===== config.mk =====
export PLATFORM = sky130hd
export DESIGN_NAME = vidctl_glitch_filter
export DESIGN_NICKNAME = d
export VERILOG_FILES = /design/src/rtl/vcf_pkg.sv /design/src/rtl/vcf_window.sv /design/src/rtl/vcf_delay.sv /design/src/rtl/vcf_channel.sv /design/src/rtl/vidctl_glitch_filter.sv
export SDC_FILE = /design/constraint.sdc
export NUM_CORES = 1
export LEC_CHECK = 0
export BUFFER_PORTS_ARGS = -buffer_cell sky130_fd_sc_hd__buf_2
export CORE_ASPECT_RATIO = 1.75
export CORE_UTILIZATION = 30
export CTS_CLUSTER_SIZE = 16
export DETAILED_ROUTE_END_ITERATION = 10
export GPL_ROUTABILITY_DRIVEN = 0
export GPL_TIMING_DRIVEN = 0
export SLEW_MARGIN = 20
export SYNTH_ARGS = -nofsm -noshare
export SYNTH_HDL_FRONTEND = slang
export SYNTH_HIERARCHICAL = 1
export SYNTH_SLANG_ARGS = --single-unit
export TNS_END_PERCENT = 10

===== constraint.sdc =====
create_clock -name clk -period 6.9 [get_ports clk]
set_input_delay 0 -clock clk [delete_from_list [all_inputs] [get_ports clk]]
set_output_delay 0 -clock clk [all_outputs]
set_load 0.05 [all_outputs]

===== src/rtl/vcf_pkg.sv =====
package vcf_pkg;
    typedef enum logic [2:0] {
        ST_WARM,
        ST_PRIME,
        ST_IDLE,
        ST_QUAL,
        ST_BLOCK
    } chan_state_e;
endpackage


===== src/rtl/vcf_window.sv =====
module vcf_window #(
    parameter int BUDGET = 2,
    parameter int WINDOW = 130
) (
    input  logic clk,
    input  logic rst_n,
    input  logic push,
    output logic room
);
    localparam int AW = $clog2(WINDOW + 1);
    localparam int NW = $clog2(BUDGET + 1);

    logic [AW-1:0] age [BUDGET];
    logic [BUDGET-1:0] live;
    logic [BUDGET-1:0] pick;
    logic [NW-1:0] live_cnt;

    always_comb begin
        live_cnt = '0;
        for (int i = 0; i < BUDGET; i++) begin
            live[i] = (age[i] < AW'(WINDOW));
            live_cnt = live_cnt + NW'(live[i]);
        end
        pick = '0;
        for (int i = BUDGET - 1; i >= 0; i--) begin
            if (!live[i]) pick = BUDGET'(1) << i;
        end
    end

    assign room = (live_cnt < NW'(BUDGET));

    generate
        for (genvar g = 0; g < BUDGET; g++) begin : g_slot
            always_ff @(posedge clk) begin
                if (!rst_n)
                    age[g] <= AW'(WINDOW);
                else if (push && pick[g])
                    age[g] <= AW'(1);
                else if (age[g] < AW'(WINDOW))
                    age[g] <= age[g] + AW'(1);
            end
        end
    endgenerate

    // an accepted edge is only pushed while a slot is free
    a_r5_push_has_room: assert property (@(posedge clk) disable iff (!rst_n)
        push |-> (live_cnt < NW'(BUDGET)));
endmodule


===== src/rtl/vcf_delay.sv =====
module vcf_delay #(
    parameter int LAT = 130
) (
    input  logic                   clk,
    input  logic                   rst_n,
    input  logic                   push,
    input  logic [$clog2(LAT)-1:0] tap,
    output logic                   out
);
    logic [LAT-1:0] line;

    always_ff @(posedge clk) begin
        if (!rst_n) begin
            line <= '0;
            out  <= 1'b0;
        end else begin
            line <= {line[LAT-2:0], push};
            out  <= out ^ line[tap];
        end
    end
endmodule


===== src/rtl/vcf_channel.sv =====
module vcf_channel
    import vcf_pkg::*;
#(
    parameter int MINW   = 3,
    parameter int BUDGET = 2,
    parameter int WINDOW = 130,
    parameter int LAT    = 130,
    parameter bit HAS_EN = 1'b1
) (
    input  logic clk,
    input  logic rst_n,
    input  logic en,
    input  logic pin,
    output logic out,
    output logic drop
);
    localparam int CW = $clog2(LAT + 1);
    localparam int TW = $clog2(LAT);
    localparam int GW = $clog2(WINDOW + 1);

    chan_state_e   state, state_n;
    logic          s_in, lvl, lvl_n, en_q;
    logic [CW-1:0] cnt, cnt_n, minw;
    logic          accept, reject, prime_push, room, idle_now;
    logic [TW-1:0] tap;

    assign minw     = (HAS_EN && !en_q) ? CW'(1) : CW'(MINW);
    assign tap      = TW'(LAT) - TW'(minw);
    assign idle_now = (state == ST_IDLE && s_in == lvl) || state == ST_BLOCK;

    always_comb begin
        state_n    = state;
        lvl_n      = lvl;
        cnt_n      = cnt;
        accept     = 1'b0;
        reject     = 1'b0;
        prime_push = 1'b0;
        unique case (state)
            ST_WARM:  state_n = ST_PRIME;
            ST_PRIME: begin
                lvl_n      = s_in;
                prime_push = s_in;
                state_n    = ST_IDLE;
            end
            ST_IDLE: begin
                if (s_in != lvl) begin
                    if (minw == CW'(1)) begin
                        if (room) accept = 1'b1;
                        else begin
                            reject  = 1'b1;
                            state_n = ST_BLOCK;
                        end
                    end else begin
                        cnt_n   = CW'(1);
                        state_n = ST_QUAL;
                    end
                end
            end
            ST_QUAL: begin
                if (s_in == lvl) begin
                    reject  = 1'b1;
                    state_n = ST_IDLE;
                end else if (cnt + CW'(1) >= minw) begin
                    if (room) begin
                        accept  = 1'b1;
                        state_n = ST_IDLE;
                    end else begin
                        reject  = 1'b1;
                        state_n = ST_BLOCK;
                    end
                end else begin
                    cnt_n = cnt + CW'(1);
                end
            end
            ST_BLOCK: if (s_in == lvl) state_n = ST_IDLE;
            default:  state_n = ST_WARM;
        endcase
        if (accept) lvl_n = ~lvl;
    end

    always_ff @(posedge clk) begin
        if (!rst_n) begin
            state <= ST_WARM;
            lvl   <= 1'b0;
            cnt   <= '0;
            s_in  <= 1'b0;
            en_q  <= 1'b1;
        end else begin
            state <= state_n;
            lvl   <= lvl_n;
            cnt   <= cnt_n;
            s_in  <= pin;
            if (idle_now) en_q <= en;
        end
    end

    always_ff @(posedge clk) begin
        if (!rst_n) drop <= 1'b0;
        else        drop <= reject;
    end

    vcf_window #(.BUDGET(BUDGET), .WINDOW(WINDOW)) u_win (
        .clk  (clk),
        .rst_n(rst_n),
        .push (accept),
        .room (room)
    );

    vcf_delay #(.LAT(LAT)) u_dly (
        .clk  (clk),
        .rst_n(rst_n),
        .push (accept | prime_push),
        .tap  (tap),
        .out  (out)
    );

    // spacing tracker for the single-budget case
    logic [GW-1:0] gap;
    logic          had_acc;
    always_ff @(posedge clk) begin
        if (!rst_n) begin
            gap     <= '0;
            had_acc <= 1'b0;
        end else if (accept) begin
            gap     <= GW'(1);
            had_acc <= 1'b1;
        end else if (gap < GW'(WINDOW)) begin
            gap <= gap + GW'(1);
        end
    end

    // with a budget of one, accepted edges are a full window apart
    a_r8_single_spacing: assert property (@(posedge clk) disable iff (!rst_n)
        (BUDGET == 1 && accept && had_acc) |-> (gap >= GW'(WINDOW)));
    // a rejection strobe never lasts two cycles
    a_r11_drop_single: assert property (@(posedge clk) disable iff (!rst_n)
        drop |=> !drop);
    // the filter setting is frozen while a pulse is qualified
    a_r10_en_frozen: assert property (@(posedge clk) disable iff (!rst_n)
        (state == ST_QUAL) |=> $stable(en_q));
    // a blocked signal never moves its accepted level
    a_r9_block_holds: assert property (@(posedge clk) disable iff (!rst_n)
        (state == ST_BLOCK) |=> $stable(lvl));
endmodule


===== src/rtl/vidctl_glitch_filter.sv =====
module vidctl_glitch_filter #(
    parameter int WINDOW    = 130,
    parameter int DH_MINW   = 3,
    parameter int DH_BUDGET = 2,
    parameter int VS_MINW   = 130,
    parameter int VS_BUDGET = 1
) (
    input  logic clk,
    input  logic rst_n,
    input  logic filt_en,
    input  logic de_in,
    input  logic hs_in,
    input  logic vs_in,
    output logic de_out,
    output logic hs_out,
    output logic vs_out,
    output logic de_drop,
    output logic hs_drop,
    output logic vs_drop
);
    localparam int LAT = (VS_MINW > DH_MINW) ? VS_MINW : DH_MINW;

    vcf_channel #(.MINW(DH_MINW), .BUDGET(DH_BUDGET), .WINDOW(WINDOW),
                  .LAT(LAT), .HAS_EN(1'b1)) u_de (
        .clk(clk), .rst_n(rst_n), .en(filt_en), .pin(de_in),
        .out(de_out), .drop(de_drop)
    );

    vcf_channel #(.MINW(DH_MINW), .BUDGET(DH_BUDGET), .WINDOW(WINDOW),
                  .LAT(LAT), .HAS_EN(1'b1)) u_hs (
        .clk(clk), .rst_n(rst_n), .en(filt_en), .pin(hs_in),
        .out(hs_out), .drop(hs_drop)
    );

    vcf_channel #(.MINW(VS_MINW), .BUDGET(VS_BUDGET), .WINDOW(WINDOW),
                  .LAT(LAT), .HAS_EN(1'b0)) u_vs (
        .clk(clk), .rst_n(rst_n), .en(filt_en), .pin(vs_in),
        .out(vs_out), .drop(vs_drop)
    );

    // nothing is flagged while reset is applied on the previous edge
    a_r1_quiet_after_reset: assert property (@(posedge clk)
        disable iff (!rst_n) $rose(rst_n) |-> !(de_drop | hs_drop | vs_drop));
endmodule


==> out/metrics.cfg <==
[routing]
firstDrtPassIters=4
vias=11850
wl_met2_um=19720
wl_per_cell_um=14.54
dr_wl_met3_um=972
drtIter0Drc=433
drc=0
routed_wl_um=36740
wl_met1_um=14980
routed.top_layer=met4
ant_nets=0
routed_via_density=4.688

[die]
start_util=0.3040
placementRows=121
die_y_um=334.6
fp.dieW_um=192.1
ios=12
core_area_mm2=0.06237
die-area_mm2=0.06426

[timing]
min_period_ns=3.339
fin_crit_sh=0.4839
hold_viol_final=0
max_slew_margin=0.2796
rsz0062_at_grt=no
finalClockSkew_ns=0.01843
setup_viol=0
tightest_slew_ns=1.079
hold_slack_ns=0.02207
fmax_mhz=299.5
tns_ns=0
slew_viol_final=0

[placed_design]
hpwl_um=25400
port_buffers=11
dp.cells=2451

[cells_and_area]
instances_no_fill=2527
fillCellCount=6181
layout.nets=1715
n_antenna_cell=0
layout-drive-gt1-share=0.1528
syn_to_final_growth_pct=13.26

[critical_path]
cp-startpoint=u_de/en_q$_SDFFE_PN1P_
reg2reg_depth=8
reg2reg_slack_ns=3.56
path_cells=buf_2, clkbuf_1, nor4b_1, a22oi_1, o211ai_1, a211oi_1, a221oi_2, mux2i_1
cp-end-kind=flop
cp.required_ns=7.37
worst_setup_path_start_kind=flop
r2r_start=u_de/en_q$_SDFFE_PN1P_
worstReg2RegEnd=u_de/u_dly/out$_SDFF_PN0_
crit_arrival_ns=3.81
critPathBufInv=2
slowest_delay_ns=1.03
cpLargestDelayFamily=flip-flops
critical_path_class=reg -> reg
crit_fanout=26
slowest_stage=dfxtp_1

[pwr]
p_leak_uw=0.008152
power_density_mw_per_mm2=251.8
irDropWorstVdd_uv=235.2
p_total_uw=5408

[synthesis]
yosys_warnings=6
synth_top_cell_area_share=0.4613
ys_types=85
synth.area.top_cells=dfxtp_1 46%, and2_1 13%, mux4_2 12%, edfxtp_1 6.3%, buf_6 1.2%
synth_edf_count=40
syn_avg_cell_area_um2=11.74
synth.most_common_cell=dfxtp_1
synth-seq-area-share=0.5246
synthArstFlopShare=0
ys_top_cells_by_count=437 x dfxtp_1, 395 x and2_1, 99 x mux4_2
synth_ff_type=dfxtp_1
synth_area_mm2=0.01896
yosysTopAreaCell=dfxtp_1
synthCells=1615
ys_seq_elements=477

[hold_path]
min_from=rst_n
hold_path.class=in -> reg
whs_endpoint=u_de/u_dly/out$_SDFF_PN0_
min_path_cells=3

[status]
outcome=finished, final reports clean

[global_routing]
track_usage=0.1174
grt_overflow=0
grt_max_degree=48
antenna_found_initial=1
grt_pass1_vias=12460
grt_pass1_wl_um=62030

[cts]
cts.sinks=477
cts_tree=done
cts_buffers=42
clk_path_buf_depth=3
cts-root-buf=clkbuf_16
postCtsSetupBuffers=0
cts_resized=0
cts_max_level=2
hold_buffers=4
clock_latency_ns=0.55
cts.clk_slew.worst_paths_ns=0.07

[job]
maxCapViolations=0

-- cell type report --
type	count	area (um^2)	area share
clock inverter	15	131.4	0.006116
sequential	477	9950	0.4632
clock buffer	57	1189	0.05534
buffer	90	510.5	0.02377
timing repair buffer	15	97.59	0.004544
inverter	37	138.9	0.006466
tap	799	999.7	0.04654
multi-input combinational	1037	8463	0.3940
-- sequential cells by signal, indices dropped and copies added, names as in the netlist, 3 cells and up --
signal / flops
u_de/state: 3
u_de/u_win/age: 16
u_vs/cnt: 8
u_vs/u_win/age: 8
u_hs/state: 3
u_hs/u_win/age: 16
u_vs/u_dly/line: 130
u_de/u_dly/line: 130
u_de/cnt: 8
u_hs/cnt: 8
u_vs/state: 3
u_hs/u_dly/line: 130
-- cell usage in the layout, fill, tap and decap left out, drive strengths merged, types with 12 or more instances in the layout --
master  count
xor2       16
o21ai      32
nor3       19
mux4      105
nand3      38
nand2      57
inv        39
edfxtp     40
xnor2      12
nor2       51
mux2i      18
or3        14
nand2b     16
nand4      15
buf        44
a21oi      24
dfxtp     437
and2      396
conb       29
o211ai     12
clkbuf    114
-- kinds of logic (layout without fill, tap and decap cells) --
group	after synthesis	after routing	share of synthesized area
adder cells (fa/ha/maj)	9	9	0.005938
AND/OR/NAND/NOR	675	675	0.2111
other	3	29	0.0005937
multiplexers	132	132	0.1409
XOR/XNOR	28	28	0.01293
AO/OA/AOI/OAI	164	164	0.06961
buffers and inverters	127	214	0.03424
flip-flops	477	477	0.5246
-- worst max-delay path by stage --
stage / endpoint / cells after the start
2_1_floorplan: u_de/u_win/age[1][0]$_SDFFCE_PN0P_ / 7
3_3_place_gp: u_de/u_dly/out$_SDFF_PN0_ / 8
3_5_place_dp: u_de/u_dly/out$_SDFF_PN0_ / 8
4_1_cts: u_de/u_dly/out$_SDFF_PN0_ / 8
5_1_grt: u_de/u_dly/out$_SDFF_PN0_ / 8
6_report: u_de/u_dly/out$_SDFF_PN0_ / 8
-- per-layer routing --
layer / up-vias / global-route usage
met4: 0 / 0.04507
met3: 66 / 0.01737
met2: 120 / 0.2262
met5: - / 0
met1: 5841 / 0.1254
li1: 5820 / -
-- per-stage QoR --
stage | instance area (um^2) | worst slack [ns] | utilization
after floorplan | 19060 | 4.397 | -
after global placement | 20120 | 3.680 | 0.3225
after detailed placement | 20120 | 3.598 | 0.3226
after CTS | 21480 | 3.550 | 0.3444
after global routing | 21480 | 3.250 | 0.3444
final | 21480 | 3.561 | 0.3444
-- tightest hold or removal path: stages --
cell	delay, ns
buf_4	0.28
nand2b_1	0.16
mux2i_1	0.06
-- where the power goes --
group | total, uW | switching, uW | internal (uW)
clock network | 2300 | 1020 | 1280
logic | 271 | 170 | 101
registers | 2840 | 27.1 | 2810
No activity file was read; power rests on OpenSTA's default activity.
